[config.mk]
export PLATFORM = sky130hd
export DESIGN_NAME = cam_bus_master
export DESIGN_NICKNAME = d
export VERILOG_FILES = /design/src/rtl/cam_bus_pkg.sv /design/src/rtl/cam_ack_sync.sv /design/src/rtl/cam_phase_timer.sv /design/src/rtl/cam_bus_seq.sv /design/src/rtl/cam_bus_drive.sv /design/src/rtl/cam_bus_master.sv
export SDC_FILE = /design/constraint.sdc
export NUM_CORES = 1
export LEC_CHECK = 0
export ABC_AREA = 1
export BUFFER_PORTS_ARGS = -buffer_cell sky130_fd_sc_hd__buf_2
export CAP_MARGIN = 20
export CELL_PAD_IN_SITES_DETAIL_PLACEMENT = 0
export CELL_PAD_IN_SITES_GLOBAL_PLACEMENT = 1
export CORE_UTILIZATION = 41
export CTS_CLUSTER_SIZE = 24
export DETAILED_ROUTE_END_ITERATION = 7
export HOLD_SLACK_MARGIN = 0.05
export PLACE_DENSITY = 0.9
export SYNTH_ARGS = -nofsm -noshare
export SYNTH_HDL_FRONTEND = slang
export SYNTH_SLANG_ARGS = --single-unit
[constraint.sdc]
create_clock -name clk_i -period 2.38 [get_ports clk_i]
set_input_delay 0.357 -clock clk_i [delete_from_list [all_inputs] [get_ports clk_i]]
set_output_delay 0.357 -clock clk_i [all_outputs]
set_load 0.005 [all_outputs]
[src/rtl/cam_bus_pkg.sv]
package cam_bus_pkg;
  localparam int unsigned ADDR_W = 16;
  localparam int unsigned DATA_W = 8;
  localparam int unsigned NUM_CS = 2;
  localparam int unsigned SEL_W  = $clog2(NUM_CS);

  typedef enum logic [2:0] {
    ST_IDLE,
    ST_ALO,
    ST_ALO_REL,
    ST_AHI,
    ST_AHI_REL,
    ST_DATA,
    ST_SEL,
    ST_WAIT
  } cam_state_e;

  typedef struct packed {
    logic              wr;
    logic [ADDR_W-1:0] addr;
    logic [DATA_W-1:0] wdata;
    logic [SEL_W-1:0]  sel;
  } cam_req_t;
endpackage

[src/rtl/cam_ack_sync.sv]
module cam_ack_sync #(
  parameter int unsigned STAGES = 2
) (
  input  logic clk_i,
  input  logic rst_ni,
  input  logic async_i,
  output logic sync_o
);
  logic [STAGES-1:0] chain_q;

  for (genvar g = 0; g < STAGES; g++) begin : g_stage
    if (g == 0) begin : g_first
      always_ff @(posedge clk_i or negedge rst_ni) begin
        if (!rst_ni) chain_q[g] <= 1'b1;
        else         chain_q[g] <= async_i;
      end
    end else begin : g_next
      always_ff @(posedge clk_i or negedge rst_ni) begin
        if (!rst_ni) chain_q[g] <= 1'b1;
        else         chain_q[g] <= chain_q[g-1];
      end
    end
  end

  assign sync_o = chain_q[STAGES-1];
endmodule

[src/rtl/cam_phase_timer.sv]
module cam_phase_timer #(
  parameter int unsigned CNT_W = 4
) (
  input  logic             clk_i,
  input  logic             rst_ni,
  input  logic             clr_i,
  output logic [CNT_W-1:0] cnt_o
);
  logic [CNT_W-1:0] cnt_q;

  always_ff @(posedge clk_i or negedge rst_ni) begin
    if (!rst_ni)    cnt_q <= '0;
    else if (clr_i) cnt_q <= '0;
    else            cnt_q <= cnt_q + 1'b1;
  end

  assign cnt_o = cnt_q;
endmodule

[src/rtl/cam_bus_seq.sv]
module cam_bus_seq
  import cam_bus_pkg::*;
#(
  parameter int unsigned STROBE_CYC  = 2,
  parameter int unsigned TIMEOUT_CYC = 100000,
  parameter int unsigned CNT_W       = 17
) (
  input  logic              clk_i,
  input  logic              rst_ni,
  input  logic              req_valid_i,
  input  cam_req_t          req_i,
  input  logic              ack_low_i,
  input  logic [DATA_W-1:0] din_i,
  input  logic [CNT_W-1:0]  cnt_i,
  output logic              clr_o,
  output cam_state_e        state_o,
  output cam_req_t          req_o,
  output logic              rsp_valid_o,
  output logic [DATA_W-1:0] rsp_rdata_o,
  output logic              rsp_timeout_o
);
  localparam logic [CNT_W-1:0] PHASE_LAST = CNT_W'(STROBE_CYC - 1);
  localparam logic [CNT_W-1:0] WAIT_LAST  = CNT_W'(TIMEOUT_CYC - 1);

  cam_state_e        state_q, state_d;
  cam_req_t          req_q;
  logic              end_ok, end_to, accept;
  logic              rsp_valid_q, rsp_to_q;
  logic [DATA_W-1:0] rsp_data_q;

  assign accept = (state_q == ST_IDLE) && req_valid_i;
  assign end_ok = (state_q == ST_WAIT) && ack_low_i;
  assign end_to = (state_q == ST_WAIT) && !ack_low_i && (cnt_i == WAIT_LAST);

  always_comb begin
    state_d = state_q;
    clr_o   = 1'b0;
    unique case (state_q)
      ST_IDLE: begin
        clr_o = 1'b1;
        if (req_valid_i) state_d = ST_ALO;
      end
      ST_ALO, ST_ALO_REL, ST_AHI, ST_AHI_REL, ST_DATA, ST_SEL: begin
        if (cnt_i == PHASE_LAST) begin
          clr_o   = 1'b1;
          state_d = cam_state_e'(state_q + 3'd1);
        end
      end
      ST_WAIT: begin
        if (end_ok || end_to) begin
          clr_o   = 1'b1;
          state_d = ST_IDLE;
        end
      end
      default: state_d = ST_IDLE;
    endcase
  end

  always_ff @(posedge clk_i or negedge rst_ni) begin
    if (!rst_ni) begin
      state_q <= ST_IDLE;
      req_q   <= '0;
    end else begin
      state_q <= state_d;
      if (accept) req_q <= req_i;
    end
  end

  // response: last sampled byte is returned on both normal end and timeout
  always_ff @(posedge clk_i or negedge rst_ni) begin
    if (!rst_ni) begin
      rsp_valid_q <= 1'b0;
      rsp_to_q    <= 1'b0;
      rsp_data_q  <= '0;
    end else begin
      rsp_valid_q <= end_ok || end_to;
      if (end_ok || end_to) begin
        rsp_to_q   <= end_to;
        rsp_data_q <= din_i;
      end
    end
  end

  assign state_o       = state_q;
  assign req_o         = req_q;
  assign rsp_valid_o   = rsp_valid_q;
  assign rsp_rdata_o   = rsp_data_q;
  assign rsp_timeout_o = rsp_to_q;
endmodule

[src/rtl/cam_bus_drive.sv]
module cam_bus_drive
  import cam_bus_pkg::*;
(
  input  cam_state_e        state_i,
  input  cam_req_t          req_i,
  output logic [DATA_W-1:0] dout_o,
  output logic              oe_o,
  output logic              ale_lo_o,
  output logic              ale_hi_o,
  output logic [NUM_CS-1:0] cs_no,
  output logic              rd_no,
  output logic              wr_no
);
  logic sel_active, strobe_active, data_phase;

  assign sel_active    = (state_i == ST_SEL) || (state_i == ST_WAIT);
  assign strobe_active = (state_i == ST_WAIT);
  assign data_phase    = (state_i == ST_DATA) || sel_active;

  always_comb begin
    dout_o = '0;
    oe_o   = 1'b0;
    unique case (state_i)
      ST_ALO, ST_ALO_REL: begin
        dout_o = req_i.addr[DATA_W-1:0];
        oe_o   = 1'b1;
      end
      ST_AHI, ST_AHI_REL: begin
        dout_o = req_i.addr[ADDR_W-1:DATA_W];
        oe_o   = 1'b1;
      end
      default: begin
        if (data_phase && req_i.wr) begin
          dout_o = req_i.wdata;
          oe_o   = 1'b1;
        end
      end
    endcase
  end

  assign ale_lo_o = (state_i == ST_ALO);
  assign ale_hi_o = (state_i == ST_AHI);

  for (genvar g = 0; g < NUM_CS; g++) begin : g_cs
    assign cs_no[g] = !(sel_active && (req_i.sel == SEL_W'(g)));
  end

  assign rd_no = !(strobe_active && !req_i.wr);
  assign wr_no = !(strobe_active && req_i.wr);
endmodule

[src/rtl/cam_bus_master.sv]
module cam_bus_master
  import cam_bus_pkg::*;
#(
  parameter int unsigned STROBE_CYC  = 2,
  parameter int unsigned TIMEOUT_CYC = 100000,
  parameter int unsigned SYNC_STAGES = 2
) (
  input  logic        clk_i,
  input  logic        rst_ni,
  input  logic        req_valid_i,
  output logic        req_ready_o,
  input  logic        req_write_i,
  input  logic [15:0] req_addr_i,
  input  logic [7:0]  req_wdata_i,
  input  logic        req_cs_sel_i,
  output logic        rsp_valid_o,
  output logic [7:0]  rsp_rdata_o,
  output logic        rsp_timeout_o,
  output logic [7:0]  bus_dout_o,
  output logic        bus_oe_o,
  input  logic [7:0]  bus_din_i,
  output logic        ale_lo_o,
  output logic        ale_hi_o,
  output logic [1:0]  cs_no,
  output logic        rd_no,
  output logic        wr_no,
  input  logic        ack_ni
);
  localparam int unsigned CNT_MAX = (TIMEOUT_CYC > STROBE_CYC) ? TIMEOUT_CYC : STROBE_CYC;
  localparam int unsigned CNT_W   = (CNT_MAX > 1) ? $clog2(CNT_MAX) : 1;

  cam_state_e       state;
  cam_req_t         req_in, req_cur;
  logic             ack_sync, clr;
  logic [CNT_W-1:0] cnt;

  assign req_in.wr    = req_write_i;
  assign req_in.addr  = req_addr_i;
  assign req_in.wdata = req_wdata_i;
  assign req_in.sel   = req_cs_sel_i;

  cam_ack_sync #(.STAGES(SYNC_STAGES)) u_sync (
    .clk_i   (clk_i),
    .rst_ni  (rst_ni),
    .async_i (ack_ni),
    .sync_o  (ack_sync)
  );

  cam_phase_timer #(.CNT_W(CNT_W)) u_timer (
    .clk_i  (clk_i),
    .rst_ni (rst_ni),
    .clr_i  (clr),
    .cnt_o  (cnt)
  );

  cam_bus_seq #(
    .STROBE_CYC  (STROBE_CYC),
    .TIMEOUT_CYC (TIMEOUT_CYC),
    .CNT_W       (CNT_W)
  ) u_seq (
    .clk_i         (clk_i),
    .rst_ni        (rst_ni),
    .req_valid_i   (req_valid_i),
    .req_i         (req_in),
    .ack_low_i     (!ack_sync),
    .din_i         (bus_din_i),
    .cnt_i         (cnt),
    .clr_o         (clr),
    .state_o       (state),
    .req_o         (req_cur),
    .rsp_valid_o   (rsp_valid_o),
    .rsp_rdata_o   (rsp_rdata_o),
    .rsp_timeout_o (rsp_timeout_o)
  );

  cam_bus_drive u_drive (
    .state_i  (state),
    .req_i    (req_cur),
    .dout_o   (bus_dout_o),
    .oe_o     (bus_oe_o),
    .ale_lo_o (ale_lo_o),
    .ale_hi_o (ale_hi_o),
    .cs_no    (cs_no),
    .rd_no    (rd_no),
    .wr_no    (wr_no)
  );

  assign req_ready_o = (state == ST_IDLE);
endmodule

==> out/qor.tcl <==
set qor(global_route.overflow_total) 0
set qor(cts_hold_buffers) 0
set qor(power_density_mw_per_mm2) 1040
set qor(worst_hold_path_type) {input port to asynchronous set/reset pin}
set qor(wire_length_of_the_first_global_routing_pass_um) 10200
set qor(criticalPathCategory) {register to output port}
set qor(synth_seq_area_share_pct) 47.5
set qor(route.detailed.wl_per_inst_um) 12.8
set qor(max_clock_skew_ps) 4.66
set qor(finalCoreUtilization_pct) 51.1
set qor(clock_insertion_delay_worst_skew_ps) 340
set qor(fill_cells) 685
set qor(cts_tree) {done}
set qor(layout-drive-gt1-share_pct) 34.3
set qor(num_rows) 31
set qor(ys_seq_elements) 58
set qor(power.static_leakage_nw) 1.71
set qor(netlist.top_cell.by_area) {sky130_fd_sc_hd__dfrtp_1}
set qor(io_buffers) 63
set qor(crit_required_ps) 2020
set qor(dpl.hpwl_um) 4830
set qor(setup_viol) 0
set qor(cts_buffer_depth) 2
set qor(top_level_ports) 64
set qor(dr_total_vias) 2370
set qor(vdd_ir_drop_max_mv) 0.603
set qor(synth_cell_types) 37
set qor(multi_input_area_mm2) 0.00141
set qor(grt_start_max_net_pins) 32
set qor(first_pass_iters) 4
set qor(route.detailed.drc) 0
set qor(detailed_route_wire_length_um) 6320
set qor(slew-limit-headroom_pct) 54.8
set qor(worst_slew_pin_slew_ps) 678
set qor(detail_route.iter0.violations) 140
set qor(syn-instance-count) 319
set qor(synth_area_leaders) {sky130_fd_sc_hd__dfrtp_1 46%, sky130_fd_sc_hd__nand2_1 7.4%, sky130_fd_sc_hd__nor2_4 4.8%}
set qor(seq_area_mm2) 0.00146
set qor(die_area_mm2) 0.00781
set qor(clock_transition_at_the_registers_of_the_reported_paths_ps) 60
set qor(netlist_area_mm2) 0.00306
set qor(die-width_um) 88.4
set qor(tritoncts.num_buffers) 9
set qor(startpoint_type) {register}
set qor(outcome) {finished, final reports clean}
set qor(design.final.nets) 437
set qor(ff2ff_setup_slack_ps) 410
set qor(coreArea_mm2) 0.00721
set qor(die_height_um) 88.4
set qor(antenna_cells) 0
set qor(max_cap_viol_count) 0
set qor(clock-sinks) 58
set qor(clk_root_buffer_cell) {sky130_fd_sc_hd__clkbuf_8}
set qor(gr-usage-all-layers_pct) 17.5
set qor(antenna_violating_nets_post_route) 0
set qor(period_minus_slack_ps) 2260
set qor(finalCritPeriodShare_pct) 95.0
set qor(finalHoldWorstSlack_ps) 48.8
set qor(via_to_cell_ratio) 4.79
set qor(via_count_of_the_first_global_routing_pass) 2262
set qor(timing_hold_violations_final) 0
set qor(crit_fanout) 6
set qor(setup.worst_path.end_class) {output port}
set qor(htree_num_levels) 3
set qor(crit_arrival_ps) 1900
set qor(grt_antenna_before_repair) 0
set qor(post_synth.cell_area_avg_um2) 9.59
set qor(design_power_total_mw) 3.84
set qor(warnings_from_yosys) 0
set qor(timing.final.max_slew_violations) 0
set qor(gpl.final_weighted_congestion) 0.939
set qor(setup_tns_after_final_layout_ps) 0
set qor(yosysTopAreaCellShare_pct) 45.8
set qor(start_util_pct) 42.4
set qor(areaGrowthSynthToFinish_pct) 20.5
set qor(maxClockFrequency_mhz) 442
set qor(synthesis.nets) 365
-- worst paths after layout --
kind                                               from                     endpoint  cells after the start
min in group clk_i                               ack_ni  u_sync.chain_q[0]$_DFF_PN1_                      1
hold / removal                                   rst_ni  u_seq.req_o[18]$_DFFE_PN0P_                      1
max in group asynchronous                        rst_ni   u_seq.req_o[0]$_DFFE_PN0P_                      2
setup / recovery           u_seq.state_o[0]$_DFFE_PN0P_                     bus_oe_o                      6
setup reg to reg           u_seq.state_o[1]$_DFFE_PN0P_  u_timer.cnt_o[11]$_DFF_PN0_                      9
hold reg to reg             u_sync.chain_q[0]$_DFF_PN1_      u_sync.sync_o$_DFF_PN1_                      0
-- state kept, by name (all words and copies together) (netlist names) --
register,flops
u_sync.chain_q,1
u_seq.state_o,3
u_seq.rsp_rdata_o,8
u_seq.req_o,26
u_seq.rsp_timeout_o,1
u_sync.sync_o,1
u_timer.cnt_o,17
u_seq.rsp_valid_o,1
-- power breakdown --
part	switching (mW)	internal, mW
Sequential	0.155	1.27
Clock	0.390	0.534
Combinational	0.881	0.610
Total	1.43	2.41
-- cell usage in the layout (no fill, tap or decap), types with 3 or more instances in the layout --
master	n
sky130_fd_sc_hd__dfrtp_1	54
sky130_fd_sc_hd__inv_1	25
sky130_fd_sc_hd__nor2_1	37
sky130_fd_sc_hd__nand2_2	6
sky130_fd_sc_hd__nor2_4	13
sky130_fd_sc_hd__a21oi_1	9
sky130_fd_sc_hd__o211ai_1	9
sky130_fd_sc_hd__clkbuf_8	11
sky130_fd_sc_hd__buf_2	63
sky130_fd_sc_hd__clkinv_2	3
sky130_fd_sc_hd__nand4_1	7
sky130_fd_sc_hd__mux2_1	10
sky130_fd_sc_hd__xor2_1	9
sky130_fd_sc_hd__buf_4	5
sky130_fd_sc_hd__nand3_1	23
sky130_fd_sc_hd__nor3_1	3
sky130_fd_sc_hd__mux2_2	8
sky130_fd_sc_hd__ha_1	7
sky130_fd_sc_hd__nand2_1	59
sky130_fd_sc_hd__inv_2	6
-- final cells by class --
cell class,count,area share (%)
Clock inverter,5,1.42
Inverter,32,3.39
Clock buffer,11,4.10
Sequential cell,58,39.5
Multi-Input combinational cell,221,38.1
Timing Repair Buffer,69,10.1
Tap cell,99,3.36
-- per-layer routing --
| layer | vias up | global-route usage [%] | share of wire [%] |
|---|---|---|---|
| met5 | - | 0 | 0 |
| met4 | 0 | 6.60 | 1.6 |
| met3 | 11 | 5.32 | 5.1 |
| met2 | 67 | 29.2 | 49 |
| met1 | 1109 | 21.4 | 44 |
| li1 | 1183 | - | - |
-- worst max-delay path: stages (launching register included) --
cell,delay (ps)
sky130_fd_sc_hd__dfrtp_2,430
sky130_fd_sc_hd__buf_4,150
sky130_fd_sc_hd__ha_1,230
sky130_fd_sc_hd__o21ai_1,310
sky130_fd_sc_hd__buf_4,220
sky130_fd_sc_hd__nand3_1,80
sky130_fd_sc_hd__buf_2,150
-- kinds of logic (layout without fill, tap and decap cells) --
group	Yosys count	count (layout)	synth area share (%)
and+or+nand+nor	159	159	27.3
adders and majority gates	8	8	3.27
buffers and inverters	40	117	6.79
xor gates and xnor gates	10	10	2.86
AOI/OAI and AO/OA	26	26	5.68
muxes	18	18	6.62
DFF	58	58	47.5
-- Yosys cell counts, drive strengths merged --
library cell,number
o211ai,9
xor2,9
nand3b,1
or2,2
o21bai,2
nand3,27
nand2,67
a21oi,10
mux2,18
dfstp,2
dfrtp,56
buf,8
o22ai,1
o21ai,4
ha,8
xnor2,1
nor2,52
nor3,3
inv,32
nand4,7
-- per-stage QoR --
step / instance area, um2 / cells / setup slack, ps
5_1_grt: 3690 / 495 / -0.484
2_1_floorplan: 3060 / 319 / 626
4_1_cts: 3670 / 494 / 42.2
6_report: 3690 / 495 / 120
3_3_place_gp: 3470 / 478 / 401
3_5_place_dp: 3470 / 478 / 327
-- repair_timing --
action / in CTS / in global routing
setup endpoints to repair: 8 / 8
buffers inserted: 0 / 1
resized for setup: 1 / 4
pin swaps: 1 / 1
No activity file was read; power rests on OpenSTA's default activity.
